**src/rtl/dmarq_pkg.sv**
```systemverilog
package dmarq_pkg;

   typedef enum logic [1:0] {
      RQ_IDLE   = 2'd0,
      RQ_SINGLE = 2'd1,
      RQ_BURST  = 2'd2
   } req_mode_t;

   typedef struct packed {
      logic ack;
      logic rd;
      logic wr;
   } strobe_t;

endpackage

```
**src/rtl/dmarq_sync.sv**
```systemverilog
module dmarq_sync #(
   parameter int W      = 3,
   parameter int STAGES = 2
) (
   input  logic         clk,
   input  logic         rst_n,
   input  logic [W-1:0] d,
   output logic [W-1:0] q,
   output logic [W-1:0] q_prev
);

   if (STAGES < 2) begin : g_bad_stages
      $error("dmarq_sync: STAGES must be at least 2");
   end

   logic [W-1:0] chain [STAGES];

   for (genvar s = 0; s < STAGES; s++) begin : g_stage
      always_ff @(posedge clk) begin
         if (!rst_n) chain[s] <= '1;
         else if (s == 0) chain[s] <= d;
         else chain[s] <= chain[(s == 0) ? 0 : s-1];
      end
   end

   always_ff @(posedge clk) begin
      if (!rst_n) q_prev <= '1;
      else q_prev <= chain[STAGES-1];
   end

   assign q = chain[STAGES-1];

endmodule

```
**src/rtl/dmarq_count.sv**
```systemverilog
module dmarq_count #(
   parameter int CNT_W = 16
) (
   input  logic             clk,
   input  logic             rst_n,
   input  logic             load,
   input  logic [CNT_W-1:0] load_val,
   input  logic             dec,
   output logic [CNT_W-1:0] count
);

   always_ff @(posedge clk) begin
      if (!rst_n) count <= '0;
      else if (load) count <= load_val;
      else if (dec && (count != '0)) count <= count - CNT_W'(1);
   end

endmodule

```
**src/rtl/dmarq_gate.sv**
```systemverilog
module dmarq_gate #(
   parameter int CNT_W     = 16,
   parameter int LVL_W     = 5,
   parameter int OFF_W     = 4,
   parameter int BURST_LEN = 8
) (
   input  logic [CNT_W-1:0] count,
   input  logic [LVL_W-1:0] avail,
   input  logic             deep_thresh_en,
   input  logic             data_phase,
   input  logic             burst_en,
   input  logic [OFF_W-1:0] offset_req,
   output logic             req_ok,
   output logic             burst_ok,
   output logic [OFF_W-1:0] offset_lim
);

   localparam int               BEAT_W  = $clog2(BURST_LEN);
   localparam logic [CNT_W-1:0] BL_C    = CNT_W'(BURST_LEN);
   localparam logic [CNT_W-1:0] ONE_C   = CNT_W'(1);

   logic [CNT_W-1:0] avail_x;
   logic [CNT_W-1:0] need;

   assign avail_x = CNT_W'(avail);

   always_comb begin
      if (deep_thresh_en && data_phase)
         need = (count < BL_C) ? count : BL_C;
      else
         need = ONE_C;
   end

   assign req_ok   = (count != '0) && (avail_x >= need);
   assign burst_ok = burst_en && (count >= BL_C) && (avail_x >= BL_C);

   if (OFF_W > BEAT_W) begin : g_clamp
      localparam logic [OFF_W-1:0] MAX_OFF = OFF_W'(BURST_LEN - 1);
      assign offset_lim = (deep_thresh_en && (offset_req > MAX_OFF)) ? MAX_OFF : offset_req;
   end else begin : g_pass
      logic unused_en;
      assign unused_en  = deep_thresh_en;
      assign offset_lim = offset_req;
   end

endmodule

```
**src/rtl/dma_req_ctrl.sv**
```systemverilog
module dma_req_ctrl
   import dmarq_pkg::*;
#(
   parameter int CNT_W       = 16,
   parameter int LVL_W       = 5,
   parameter int OFF_W       = 4,
   parameter int BURST_LEN   = 8,
   parameter int SYNC_STAGES = 2
) (
   input  logic             clk,
   input  logic             rst_n,
   input  logic             xfer_start,
   input  logic [CNT_W-1:0] xfer_count,
   input  logic [LVL_W-1:0] fifo_avail,
   input  logic             data_phase,
   input  logic             initiator,
   input  logic             phase_change,
   input  logic             deep_thresh_en,
   input  logic             burst_en,
   input  logic             mux_bus,
   input  logic             dir_read,
   input  logic             ack_n,
   input  logic             rd_n,
   input  logic             wr_n,
   input  logic [OFF_W-1:0] offset_req,
   output logic             dreq,
   output logic             burst_active,
   output logic             rd_data_oe,
   output logic [CNT_W-1:0] bytes_left,
   output logic [OFF_W-1:0] offset_lim
);

   localparam int               BEAT_W    = $clog2(BURST_LEN);
   localparam logic [BEAT_W-1:0] BEAT_LAST = BEAT_W'(BURST_LEN - 1);

   if (BURST_LEN < 2 || (BURST_LEN & (BURST_LEN - 1)) != 0) begin : g_bad_burst
      $error("dma_req_ctrl: BURST_LEN must be a power of two of at least 2");
   end
   if (LVL_W > CNT_W || (1 << LVL_W) <= BURST_LEN) begin : g_bad_lvl
      $error("dma_req_ctrl: LVL_W must hold BURST_LEN and fit in CNT_W");
   end

   strobe_t pins, syn, syn_p;
   assign pins = '{ack: ack_n, rd: rd_n, wr: wr_n};

   dmarq_sync #(.W(3), .STAGES(SYNC_STAGES)) u_sync (
      .clk    (clk),
      .rst_n  (rst_n),
      .d      (pins),
      .q      (syn),
      .q_prev (syn_p)
   );

   logic ack_s, ack_fall, rd_fall, wr_fall, byte_ev;
   assign ack_s    = syn.ack;
   assign ack_fall = !syn.ack && syn_p.ack;
   assign rd_fall  = !syn.rd  && syn_p.rd;
   assign wr_fall  = !syn.wr  && syn_p.wr;

   always_comb begin
      if (!dir_read)    byte_ev = wr_fall && !ack_s;
      else if (mux_bus) byte_ev = rd_fall && !ack_s;
      else              byte_ev = ack_fall;
   end

   dmarq_count #(.CNT_W(CNT_W)) u_count (
      .clk      (clk),
      .rst_n    (rst_n),
      .load     (xfer_start),
      .load_val (xfer_count),
      .dec      (byte_ev),
      .count    (bytes_left)
   );

   logic req_ok, burst_ok;

   dmarq_gate #(
      .CNT_W(CNT_W), .LVL_W(LVL_W), .OFF_W(OFF_W), .BURST_LEN(BURST_LEN)
   ) u_gate (
      .count          (bytes_left),
      .avail          (fifo_avail),
      .deep_thresh_en (deep_thresh_en),
      .data_phase     (data_phase),
      .burst_en       (burst_en),
      .offset_req     (offset_req),
      .req_ok         (req_ok),
      .burst_ok       (burst_ok),
      .offset_lim     (offset_lim)
   );

   req_mode_t         st;
   logic [BEAT_W-1:0] beat_q;
   logic              acked_q;

   always_ff @(posedge clk) begin
      if (!rst_n || xfer_start) begin
         st      <= RQ_IDLE;
         beat_q  <= '0;
         acked_q <= 1'b0;
      end else begin
         unique case (st)
            RQ_IDLE: begin
               if (req_ok && ack_s) begin
                  st      <= burst_ok ? RQ_BURST : RQ_SINGLE;
                  beat_q  <= '0;
                  acked_q <= 1'b0;
               end
            end
            RQ_SINGLE: begin
               if (ack_fall || (bytes_left == '0)) st <= RQ_IDLE;
            end
            RQ_BURST: begin
               if (ack_fall) acked_q <= 1'b1;
               if (bytes_left == '0) begin
                  st <= RQ_IDLE;
               end else if (byte_ev) begin
                  beat_q <= beat_q + BEAT_W'(1);
                  if (beat_q == BEAT_LAST) st <= RQ_IDLE;
               end else if (phase_change && initiator && !acked_q && !ack_fall) begin
                  st <= RQ_SINGLE;
               end
            end
            default: st <= RQ_IDLE;
         endcase
      end
   end

   assign dreq         = (st != RQ_IDLE);
   assign burst_active = (st == RQ_BURST);
   assign rd_data_oe   = dir_read && !ack_n && (mux_bus ? !rd_n : 1'b1);

endmodule

```
**config.mk**
```make
export PLATFORM = sky130hd
export DESIGN_NAME = dma_req_ctrl
export DESIGN_NICKNAME = d
export VERILOG_FILES = /design/src/rtl/dmarq_pkg.sv /design/src/rtl/dmarq_sync.sv /design/src/rtl/dmarq_count.sv /design/src/rtl/dmarq_gate.sv /design/src/rtl/dma_req_ctrl.sv
export SDC_FILE = /design/constraint.sdc
export NUM_CORES = 1
export LEC_CHECK = 0
export BUFFER_PORTS_ARGS = -buffer_cell sky130_fd_sc_hd__buf_2
export CAP_MARGIN = 20
export CORE_MARGIN = 3
export CORE_UTILIZATION = 45
export CTS_CLUSTER_SIZE = 40
export DETAILED_ROUTE_END_ITERATION = 6
export PLACE_DENSITY = 0.75
export SLEW_MARGIN = 30
export SYNTH_ARGS = -nofsm -noshare
export SYNTH_HDL_FRONTEND = slang
export SYNTH_SLANG_ARGS = --single-unit
```
**constraint.sdc**
```tcl
create_clock -name clk -period 2.6 [get_ports clk]
set_input_delay 0.52 -clock clk [delete_from_list [all_inputs] [get_ports clk]]
set_output_delay 0.52 -clock clk [all_outputs]
set_load 0.01 [all_outputs]
```
==> impl_results.md <==
* Nets@finish at between 300 and 400
* Asr flop ratio synth at 0%
* Syn_area_per_cell at between 8 and 9 µm²
* Clk pin slew, worst setup/hold paths at approximately 70 ps
* Lkg Pwr at approximately 0.0011 µW
* Largest net degree at the start of global routing at 29
* Register bit count reported by yosys at 31
* Placed instance area at ~2400 µm²
* FP Rows at 22
* Post-Syn Area at 1840 µm²
* Worst slack, placed at -75.8 ps
* Final Hold Viols at 0
* GRT Total Usage at between 20% and 30%
* Tcrit/Tclk final at between 90% and 100%
* Max Freq at slightly below 400 MHz
* Die X at 70.0 µm
* Critical Path AT at about 2800 ps
* Top cell type's share of synthesized area at 33.7%
* Top-count cell post-synth: dfxtp_1
* Startpoint types: flip-flop
* Peak supply drop at around 0.33 mV
* Area growth, synth to finish at 37.6%
* Syn nets at 272
* Total CTS buffers at 5
* WP data required at between 2000 and 3000 ps
* Worst Tran Pin Value at between 600 and 700 ps
* Post-Synthesis Cells at approximately 230
* Clock buffer depth at 2
* Remaining antenna violation count at 0
* Root Buffer: clkbuf_8
* Io pins at approximately 60
* Worst Skew at between 8 and 9 ps
* Global-route wire length before repair at just over 8000 µm
* Number of synthesized flops with an enable pin at 0
* Crit Path Max Fanout at 5
* Unrepaired setup endpoints after global routing: yes
* Clk_lat worst skew at 290 ps
* Via count at ~2000
* CTS sink count at 31
* Synth unique cells at 48
* Vias in the first global route at 1826
* Min-Delay Path Class: flip-flop to flip-flop
* Vias per inst at between 5 and 6
* DRC Markers at 0
* Initial antenna violation count at 0
* Top post-synthesis cells by area: dfxtp_1, ha_1, o21ai_0
* Pre-antenna DRT Iters at 4
* Buffers on Ports at 60
* Final setup viols at 0
* Kind of end point of the critical path: flip-flop
* CTS tree: done
* DIE HEIGHT at around 70 µm
* Yosys top cell by area: dfxtp_1
* Syn. warnings at 0
* Initial DRC count at 75
* Avg WL per Cell at between 10 and 15 µm
* Starting Density at around 48%
* H-tree levels at 2
* Minimum clock period at about 2600 ps
* Maxcap violations at 0
* Placeable Area at 3800 µm²
* Synth Flop Type: dfxtp_1
* Outcome: completed
* DIE AREA at 4890 µm²
* Fin worst setup slack at between 30 and 40 ps
* Overflow after GRT at 0
* Final Max Tran Viols at 0
* Sequential share of the synthesized area at 33.7%
* GPL Wtd Cong at between 0.8 and 0.9
* Commonest cells in the netlist: dfxtp_1, o21ai_0, nand2_1
* DP Wirelength at about 3800 µm
* Final std cell area, no fill at 2530 µm²
* Final antenna diode count at 0
* WL final at 5010 µm
* Setup CP Type: flip-flop to flip-flop
* Pwr/cell area at about 510 nW/µm²
* Layout cell share with drive strength beyond 1 at a little under two fifths
* Max transition margin at 57.2%
==> worst paths after layout <==
kind                              endpoint  depth (start not counted)  slack (ps)                     startpoint
max reg2reg         beat_q[0]$_SDFFE_PP0P_                          9          40  u_count.count[8]$_SDFFE_PN0P_
min reg2reg  u_sync.chain[1][2]$_SDFF_PN1_                          1         400  u_sync.chain[0][2]$_SDFF_PN1_
max                 beat_q[0]$_SDFFE_PP0P_                          9          40  u_count.count[8]$_SDFFE_PN0P_
min          u_sync.chain[1][2]$_SDFF_PN1_                          1         400  u_sync.chain[0][2]$_SDFF_PN1_
==> where the power goes <==
| part | total (µW) | internal, µW | switching, µW |
|---|---|---|---|
| clock | 455 | 271 | 184 |
| combinational | 315 | 148 | 167 |
| sequential | 517 | 500 | 16.4 |
==> per-stage QoR <==
stage               std cells  setup TNS [ps]  total power (µW)  util, %  hold WS (ps)
floorplan                 225               0               700        -           386
global placement          347               0               821     62.3           387
detailed placement        347            -189               828     62.3           399
CTS                       355           -5.28              1280     65.4           407
global route              357            -169              1350     66.7           413
finish                    357               0              1290     66.7           401
==> worst max-delay path, cell delays in order, from the launching register on <==
cell	delay, ps
dfxtp_2	320
or4_4	550
nor4_4	290
buf_4	170
nand3b_1	110
ha_1	250
a211o_1	300
a31oi_4	220
o21ai_1	100
a211oi_1	180
==> metal layers <==
layer,up-vias,global-route usage (%),share of wire [%]
met5,-,0,0
met4,0,5.96,0.76
met3,6,5.32,7.3
met2,78,32.9,47
met1,926,27.3,45
li1,1013,-,-
==> logic make-up (layout without fill, tap and decap cells) <==
| logic type | count (synthesis) | in the layout | synth area share [%] |
|---|---|---|---|
| other cells | 1 | 1 | 0.204 |
| flops | 31 | 31 | 33.7 |
| xor+xnor | 2 | 2 | 0.952 |
| compound gates | 62 | 62 | 21.3 |
| fa+ha+maj | 9 | 9 | 6.12 |
| buf+inv | 17 | 101 | 3.88 |
| mux | 2 | 2 | 1.22 |
| simple gates | 101 | 101 | 32.6 |
==> cells in the final DEF (no fill, tap or decap), drive strengths merged, types with 2 or more instances in the layout <==
master    n
o2111ai   2
nand3    10
nand4     3
or2       3
ha        9
nor2     12
clkbuf    7
inv       7
a211oi    5
mux2      2
buf      85
nand2b   14
and3      2
dfxtp    31
nor4      5
a31oi    11
o31ai     5
clkinv    2
a21oi     8
nand2    16
or4      11
o21a      4
o21ai    20
or3       4
nor4b     2
nor3      9
nor2b     3
and4      2
nand3b    2
==> sequential cells by signal (all words and copies together), names as in the netlist <==
register	flops
st	2
u_sync.chain	6
beat_q	3
acked_q	1
u_count.count	16
u_sync.q_prev	3
==> area by class of cell <==
| class | count | area, µm² |
|---|---|---|
| Sequential cell | 31 | 627 |
| Fill cell | 353 | 1270 |
| Multi-Input combinational cell | 177 | 1210 |
| Clock buffer | 7 | 108 |
| Inverter | 8 | 30.0 |
| Clock inverter | 1 | 5.00 |
| Tap cell | 48 | 60.1 |
| Timing Repair Buffer | 85 | 488 |
==> repair_timing <==
| action | 4_1_cts | 5_1_grt |
|---|---|---|
| gates resized for setup | 3 | 6 |
| setup endpoints to repair | 3 | 6 |
| setup buffers | 0 | 2 |
| hold buffers | 0 | 0 |
| pin swaps | 5 | 6 |
No activity file was read; power rests on OpenSTA's default activity.
